## config.mk

```make
export PLATFORM = sky130hd
export DESIGN_NAME = eff_addr_unit
export DESIGN_NICKNAME = d
export VERILOG_FILES = /design/src/rtl/agu_pkg.sv /design/src/rtl/agu_mode_decode.sv /design/src/rtl/agu_operand_sel.sv /design/src/rtl/agu_adder.sv /design/src/rtl/eff_addr_unit.sv
export SDC_FILE = /design/constraint.sdc
export NUM_CORES = 1
export LEC_CHECK = 0
export CAP_MARGIN = 20
export CORE_MARGIN = 3
export CORE_UTILIZATION = 50
export DETAILED_ROUTE_END_ITERATION = 12
export DONT_BUFFER_PORTS = 1
export PLACE_DENSITY_LB_ADDON = 0.08
export SLEW_MARGIN = 20
export SYNTH_ARGS = -nofsm -noshare
export SYNTH_HDL_FRONTEND = slang
export SYNTH_HIERARCHICAL = 1
export SYNTH_SLANG_ARGS = --single-unit
```

## constraint.sdc

```tcl
create_clock -name clk -period 4.05 [get_ports clk]
set_clock_uncertainty 0.1 [all_clocks]
set_input_delay 0.6075 -clock clk [delete_from_list [all_inputs] [get_ports clk]]
set_output_delay 0.6075 -clock clk [all_outputs]
set_load 0.02 [all_outputs]
```

## src/rtl/agu_pkg.sv

```systemverilog
package agu_pkg;

   typedef enum logic [3:0] {
      AM_REGMOVE = 4'd0,
      AM_BASE    = 4'd1,
      AM_ABS     = 4'd2,
      AM_IDX     = 4'd3,
      AM_RREG    = 4'd4,
      AM_DSHORT  = 4'd5,
      AM_DLONG   = 4'd6,
      AM_SPMINUS = 4'd7,
      AM_SPPLUS  = 4'd8
   } am_code_e;

   typedef enum logic [1:0] {
      SEL_A_BASE = 2'd0,
      SEL_A_SP   = 2'd1,
      SEL_A_IMM  = 2'd2
   } sel_a_e;

   typedef enum logic [2:0] {
      SEL_B_IDX  = 3'd0,
      SEL_B_REG  = 3'd1,
      SEL_B_SSX  = 3'd2,
      SEL_B_SZX  = 3'd3,
      SEL_B_LONG = 3'd4
   } sel_b_e;

   typedef struct packed {
      logic   mem;
      logic   calc;
      logic   sub;
      sel_a_e a_sel;
      sel_b_e b_sel;
   } am_dec_t;

   localparam int unsigned TAG_W = 4;

endpackage

```

## src/rtl/agu_mode_decode.sv

```systemverilog
module agu_mode_decode
   import agu_pkg::*;
(
   input  logic [3:0] mode,
   output am_dec_t    dec
);

   always_comb begin
      dec = '{mem: 1'b0, calc: 1'b0, sub: 1'b0, a_sel: SEL_A_BASE, b_sel: SEL_B_IDX};
      case (mode)
         AM_BASE:    dec = '{mem: 1'b1, calc: 1'b0, sub: 1'b0, a_sel: SEL_A_BASE, b_sel: SEL_B_IDX};
         AM_ABS:     dec = '{mem: 1'b1, calc: 1'b0, sub: 1'b0, a_sel: SEL_A_IMM,  b_sel: SEL_B_IDX};
         AM_IDX:     dec = '{mem: 1'b1, calc: 1'b1, sub: 1'b0, a_sel: SEL_A_BASE, b_sel: SEL_B_IDX};
         AM_RREG:    dec = '{mem: 1'b1, calc: 1'b1, sub: 1'b0, a_sel: SEL_A_BASE, b_sel: SEL_B_REG};
         AM_DSHORT:  dec = '{mem: 1'b1, calc: 1'b1, sub: 1'b0, a_sel: SEL_A_BASE, b_sel: SEL_B_SSX};
         AM_DLONG:   dec = '{mem: 1'b1, calc: 1'b1, sub: 1'b0, a_sel: SEL_A_BASE, b_sel: SEL_B_LONG};
         AM_SPMINUS: dec = '{mem: 1'b1, calc: 1'b1, sub: 1'b1, a_sel: SEL_A_SP,   b_sel: SEL_B_SZX};
         AM_SPPLUS:  dec = '{mem: 1'b1, calc: 1'b1, sub: 1'b0, a_sel: SEL_A_SP,   b_sel: SEL_B_LONG};
         default:    dec = '{mem: 1'b0, calc: 1'b0, sub: 1'b0, a_sel: SEL_A_BASE, b_sel: SEL_B_IDX};
      endcase
   end

endmodule

```

## src/rtl/agu_operand_sel.sv

```systemverilog
module agu_operand_sel
   import agu_pkg::*;
#(
   parameter int unsigned AW      = 32,
   parameter int unsigned SHORT_W = 16
) (
   input  am_dec_t        dec,
   input  logic [AW-1:0]  base,
   input  logic [AW-1:0]  index,
   input  logic [AW-1:0]  rreg,
   input  logic [AW-1:0]  sp,
   input  logic [AW-1:0]  imm,
   output logic [AW-1:0]  opa,
   output logic [AW-1:0]  opb,
   output logic [AW-1:0]  plain_addr
);

   localparam int unsigned EXT_W = AW - SHORT_W;

   logic [AW-1:0] short_sx;
   logic [AW-1:0] short_zx;

   assign short_sx = {{EXT_W{imm[SHORT_W-1]}}, imm[SHORT_W-1:0]};
   assign short_zx = {{EXT_W{1'b0}}, imm[SHORT_W-1:0]};

   assign opa        = (dec.a_sel == SEL_A_SP) ? sp : base;
   assign plain_addr = (dec.a_sel == SEL_A_IMM) ? imm : base;

   always_comb begin
      case (dec.b_sel)
         SEL_B_IDX:  opb = index;
         SEL_B_REG:  opb = rreg;
         SEL_B_SSX:  opb = short_sx;
         SEL_B_SZX:  opb = short_zx;
         default:    opb = imm;
      endcase
   end

endmodule

```

## src/rtl/agu_adder.sv

```systemverilog
module agu_adder #(
   parameter int unsigned AW    = 32,
   parameter bit          SPLIT = 1'b0
) (
   input  logic [AW-1:0] a,
   input  logic [AW-1:0] b,
   input  logic          sub,
   output logic [AW-1:0] sum
);

   logic [AW-1:0] b_eff;
   assign b_eff = sub ? ~b : b;

   generate
      if (SPLIT == 1'b0) begin : g_flat
         assign sum = a + b_eff + {{(AW-1){1'b0}}, sub};
      end else begin : g_csel
         localparam int unsigned LO_W = AW / 2;
         localparam int unsigned HI_W = AW - LO_W;
         logic [LO_W:0]   lo_s;
         logic [HI_W-1:0] hi_0;
         logic [HI_W-1:0] hi_1;
         assign lo_s = {1'b0, a[LO_W-1:0]} + {1'b0, b_eff[LO_W-1:0]}
                     + {{LO_W{1'b0}}, sub};
         assign hi_0 = a[AW-1:LO_W] + b_eff[AW-1:LO_W];
         assign hi_1 = hi_0 + {{(HI_W-1){1'b0}}, 1'b1};
         assign sum  = {(lo_s[LO_W] ? hi_1 : hi_0), lo_s[LO_W-1:0]};
      end
   endgenerate

endmodule

```

## src/rtl/eff_addr_unit.sv

```systemverilog
module eff_addr_unit
   import agu_pkg::*;
#(
   parameter int unsigned AW        = 32,
   parameter int unsigned SHORT_W   = 16,
   parameter bit          ADD_SPLIT = 1'b0
) (
   input  logic              clk,
   input  logic              rst_n,
   input  logic              req_valid,
   output logic              req_ready,
   input  logic [3:0]        req_mode,
   input  logic [TAG_W-1:0]  req_size,
   input  logic [AW-1:0]     req_base,
   input  logic [AW-1:0]     req_index,
   input  logic [AW-1:0]     req_reg,
   input  logic [AW-1:0]     req_sp,
   input  logic [AW-1:0]     req_imm,
   output logic              addr_valid,
   output logic [AW-1:0]     addr_out,
   output logic [TAG_W-1:0]  addr_size,
   output logic              stall,
   output logic              move_done
);

   generate
      if (AW < 8) begin : g_bad_aw
         $error("eff_addr_unit: AW must be at least 8");
      end
      if (SHORT_W < 2 || SHORT_W >= AW) begin : g_bad_short
         $error("eff_addr_unit: SHORT_W must lie in 2..AW-1");
      end
   endgenerate

   am_dec_t       dec;
   logic [AW-1:0] opa, opb, plain_addr, sum;
   logic [AW-1:0] opa_q, opb_q;
   logic          sub_q;
   logic          stall_q, valid_q, done_q;
   logic [AW-1:0] addr_q;
   logic [TAG_W-1:0] size_q;

   agu_mode_decode u_dec (
      .mode (req_mode),
      .dec  (dec)
   );

   agu_operand_sel #(.AW(AW), .SHORT_W(SHORT_W)) u_opsel (
      .dec        (dec),
      .base       (req_base),
      .index      (req_index),
      .rreg       (req_reg),
      .sp         (req_sp),
      .imm        (req_imm),
      .opa        (opa),
      .opb        (opb),
      .plain_addr (plain_addr)
   );

   agu_adder #(.AW(AW), .SPLIT(ADD_SPLIT)) u_add (
      .a   (opa_q),
      .b   (opb_q),
      .sub (sub_q),
      .sum (sum)
   );

   always_ff @(posedge clk or negedge rst_n) begin
      if (!rst_n) begin
         stall_q <= 1'b0;
         valid_q <= 1'b0;
         done_q  <= 1'b0;
         addr_q  <= '0;
         size_q  <= '0;
         opa_q   <= '0;
         opb_q   <= '0;
         sub_q   <= 1'b0;
      end else begin
         stall_q <= 1'b0;
         valid_q <= 1'b0;
         done_q  <= 1'b0;
         if (stall_q) begin
            addr_q  <= sum;
            valid_q <= 1'b1;
         end else if (req_valid) begin
            size_q <= req_size;
            if (!dec.mem) begin
               done_q <= 1'b1;
            end else if (dec.calc) begin
               stall_q <= 1'b1;
               opa_q   <= opa;
               opb_q   <= opb;
               sub_q   <= dec.sub;
            end else begin
               addr_q  <= plain_addr;
               valid_q <= 1'b1;
            end
         end
      end
   end

   assign req_ready  = ~stall_q;
   assign stall      = stall_q;
   assign addr_valid = valid_q;
   assign addr_out   = addr_q;
   assign addr_size  = size_q;
   assign move_done  = done_q;

endmodule

```

==> results.md <==
- Number of synthesized flops with an enable pin: 0
- Synthesized instance count: 741
- Proportion of layout cells with a drive suffix above 1: 0.3959
- Proportion of power drawn by combinational gates: 0.516
- Worst reg-to-reg setup slack: 0.43 ns
- Slowest cell on the critical path: sky130_fd_sc_hd__dfrtp_2
- WL final: 20910 um
- End of the worst register-to-register path: addr_out[31]
- Number of sinks on the clock net: 104
- Share of Yosys cell area claimed by the top area cell type: 0.3094
- Average vias per placed instance: 5.986
- Aggregate global-route resource usage: 0.2285
- Largest driver fanout on the critical path: 19
- Leftover overflow at the end of global routing: 0
- Row count: 46
- Crit path time final: 3.621 ns
- Average wire length per cell after detail routing: 22.22 um
- Seq. cell area: 2605 um^2
- Starting utilization of the core area: 0.5200
- Synth area leaders: sky130_fd_sc_hd__dfrtp_1 31%, sky130_fd_sc_hd__mux2_2 21%, sky130_fd_sc_hd__mux2_4 7.5%
- Proportion of synthesized chip area in sequential cells: 0.3094
- Final Wtd Congestion: 0.9044
- Number of library cell types mapped by synthesis: 68
- I/O pins: 211
- Min-Delay Path Class: in2async
- Number of design rule violations left after detail routing: 0
- Net switching power figure: 0.002390 W
- Core box area: 16170 um^2
- Switching part of the total power: 0.4193
- Cell area after technology mapping: 8411 um^2
- FMAX: 0.2761 GHz
- Async set-or-reset flop fraction in the synthesized netlist: 1.000
- Average size of a mapped cell: 11.35 um^2
- Final hold violation count: 0
- Fraction of power consumed by sequential logic: 0.317
- HPWL Detailed: 15770 um
- Slew at the pin closest to its max-slew limit: 0.7869 ns
- Iter 0 DRT Violations: 253
- Post-place instance area: 8461 um^2
- Outcome: complete, no violations
- Type of element launching the critical path: flip-flop
- Die X-Extent: 135.7 um
- H-tree levels: 3
- Total of buffers placed on input and output ports: 0
- Number of antenna repair diodes: 0
- Internal portion of total power: 0.003310 W
- Net count of the mapped netlist: 949
- Area of the die: 18410 um^2
- Cell type with the highest occurrence count on the critical path: sky130_fd_sc_hd__mux2_2
- Max clock buf depth: 2
- Iteration count of the initial detailed-routing pass: 4
- Most frequent standard cell in the layout excluding fill and tap cells: sky130_fd_sc_hd__mux2_2
- Final standard cell count with taps included and fillers excluded: 941
- Unrepaired setup endpoints after global routing: false
- Area used by multi-input combinational logic: 5439 um^2
- Cell chain of the critical path: buf_4 -> xor2_1 -> ha_1 -> nand2_1 -> nor3_1 -> o221ai_1 -> o211ai_2 -> o221ai_2 -> o21ai_1 -> xnor2_1 -> mux2_2 -> mux2_2
- Worst slew margin relative to its limit: 0.4754
- Total leakage power: 3.888 nW
- Filler cells: 1428
- Layout Cell Area excl Fill: 8813 um^2
- Number of cell instances on the worst register-to-register path: 12
- Via count: 5633
- Placed Cells: 924
- Worst skew pair latency: 0.35 ns
- FF+latch count, synth: 104
- Number of clock buffers inserted by TritonCTS: 9
- Fraction of the cycle the final worst path needs: 0.8942
- Setup CP Type: reg2reg
- Power per unit of standard cell area: 646.7 nW/um^2
- Synthesis-to-layout area growth: 4.790%
- Number of antenna violations at the first check in global routing: 0
- Net count, final: 928
- Final setup violation count: 0
- Arr. time, crit path: 3.76 ns
- TritonCTS clock tree: done
- Via count of the first global-routing pass: 6084
- Pin count of the biggest net entering global routing: 105
- Busiest metal layer after global routing: met2
- Post-synth top flop: sky130_fd_sc_hd__dfrtp_1
- Largest stage delay, worst path: 0.63 ns
- Clock share of power: 0.168
- Worst R2R Start: sub_q
- Wire length of the first global-routing pass: 32840 um
- Count of yosys warnings during synthesis: 6
- Max VDD drop: 0.2967 mV
- Resize count post-CTS: 0
- Capturing element type of the critical path: flip-flop
- Met1 demand-to-capacity share in global routing: 0.3179
- Setup_tns: 0 ns
- Highest-count cells in the layout ignoring fill and taps: 155 x sky130_fd_sc_hd__mux2_2, 102 x sky130_fd_sc_hd__dfrtp_1, 45 x sky130_fd_sc_hd__nand2_1
- Clock transition at the registers of the reported paths: 0.07 ns
- Cell taking the most area after synthesis: sky130_fd_sc_hd__dfrtp_1
- Post-CTS repair timing setup buffer count: 0
- Number of pins with negative max-slew slack in the final report: 0
- Antenna-violating nets left: 0
- Clk root buf: sky130_fd_sc_hd__clkbuf_16
- # Max-Cap Violations: 0
- Y dimension of the die: 135.7 um
- WP data required: 4.19 ns
- Met2 track demand over resource in global routing: 0.3595
- Met3 Use GR: 0.05238
cell usage after synthesis (all sizes together), types with 2 or more instances:
| library cell | count |
|---|---|
| nor3b | 3 |
| mux2i | 33 |
| ha | 36 |
| xnor2 | 19 |
| nor2 | 8 |
| xor2 | 44 |
| a21oi | 38 |
| buf | 34 |
| dfrtp | 104 |
| a21o | 12 |
| o221ai | 4 |
| and3 | 2 |
| mux2 | 197 |
| nand4 | 5 |
| o211ai | 21 |
| a31oi | 5 |
| o21ai | 48 |
| o21bai | 6 |
| clkbuf | 12 |
| or2 | 3 |
| a211o | 4 |
| nand3 | 6 |
| nand2 | 45 |
| nand3b | 2 |
| nand2b | 3 |
| nor2b | 8 |
| nor3 | 3 |
| o21a | 5 |
| inv | 13 |
per-layer routing:
layer | vias up | share of wire
met4 | 0 | 0.013
met2 | 184 | 0.47
met5 | - | 0
met3 | 18 | 0.071
li1 | 2671 | -
met1 | 2760 | 0.45
sequential cells by signal, indices dropped and copies added, names as in the netlist:
name	count
sub_q	1
opa_q	32
opb_q	32
addr_out	32
move_done	1
addr_size	4
stall	1
addr_valid	1
worst max-delay path, delay by kind of cell (launching register included):
| family | cells | cell delay (ns) |
|---|---|---|
| buf+inv | 1 | 0.40 |
| simple gates | 2 | 0.45 |
| compound gates | 4 | 0.75 |
| mux | 2 | 0.52 |
| flops | 1 | 0.63 |
| fa+ha+maj | 1 | 0.43 |
| xor+xnor | 2 | 0.21 |
cell families after synthesis:
logic type / after synthesis / share of synthesized area
compound gates: 155 / 0.1424
buf+inv: 59 / 0.04820
mux: 230 / 0.3222
flops: 104 / 0.3094
simple gates: 93 / 0.05623
xor+xnor: 63 / 0.06561
fa+ha+maj: 37 / 0.05594
worst max-delay path by stage:
stage               start      endpoint  cells after the start
floorplan           sub_q  addr_out[30]                     14
global placement    sub_q  addr_out[31]                     12
detailed placement  sub_q  addr_out[31]                     12
CTS                 sub_q  addr_out[31]                     12
global route        sub_q  addr_out[31]                     12
finish              sub_q  addr_out[31]                     12
through the flow:
step	hold slack, ns	setup WS (ns)	util	total power [W]
final	0.08793	0.4285	0.5449	0.005699
after floorplan	0.2119	0.5868	-	0.004082
after CTS	0.1082	0.3837	0.5449	0.005737
after detailed placement	0.2159	0.3808	0.5231	0.004719
after global placement	0.2150	0.5719	0.5231	0.004686
after global routing	0.1159	0.1845	0.5449	0.006124
power groups by stage:
stage / clock [W] / sequential (W) / combinational, W
after floorplan: 0 / 0.00171 / 0.00237
after global placement: 0 / 0.00182 / 0.00286
after detailed placement: 0 / 0.00182 / 0.00290
after CTS: 0.000982 / 0.00181 / 0.00294
after global routing: 0.00103 / 0.00185 / 0.00324
final: 0.000955 / 0.00180 / 0.00294
final cells by class:
| cell class | instances | share of cell area |
|---|---|---|
| Clock inverter | 7 | 0.01136 |
| Timing Repair Buffer | 14 | 0.01420 |
| Multi-Input combinational cell | 578 | 0.6171 |
| Tap cell | 216 | 0.03066 |
| Inverter | 13 | 0.005537 |
| Clock buffer | 9 | 0.02555 |
| Sequential cell | 104 | 0.2956 |
what timing repair did:
action	4_1_cts	5_1_grt
endpoints found under the hold margin	104	0
endpoints found under the setup margin	0	0
hold buffers	1	0
Note: power is estimated with default switching activity, not from simulation.
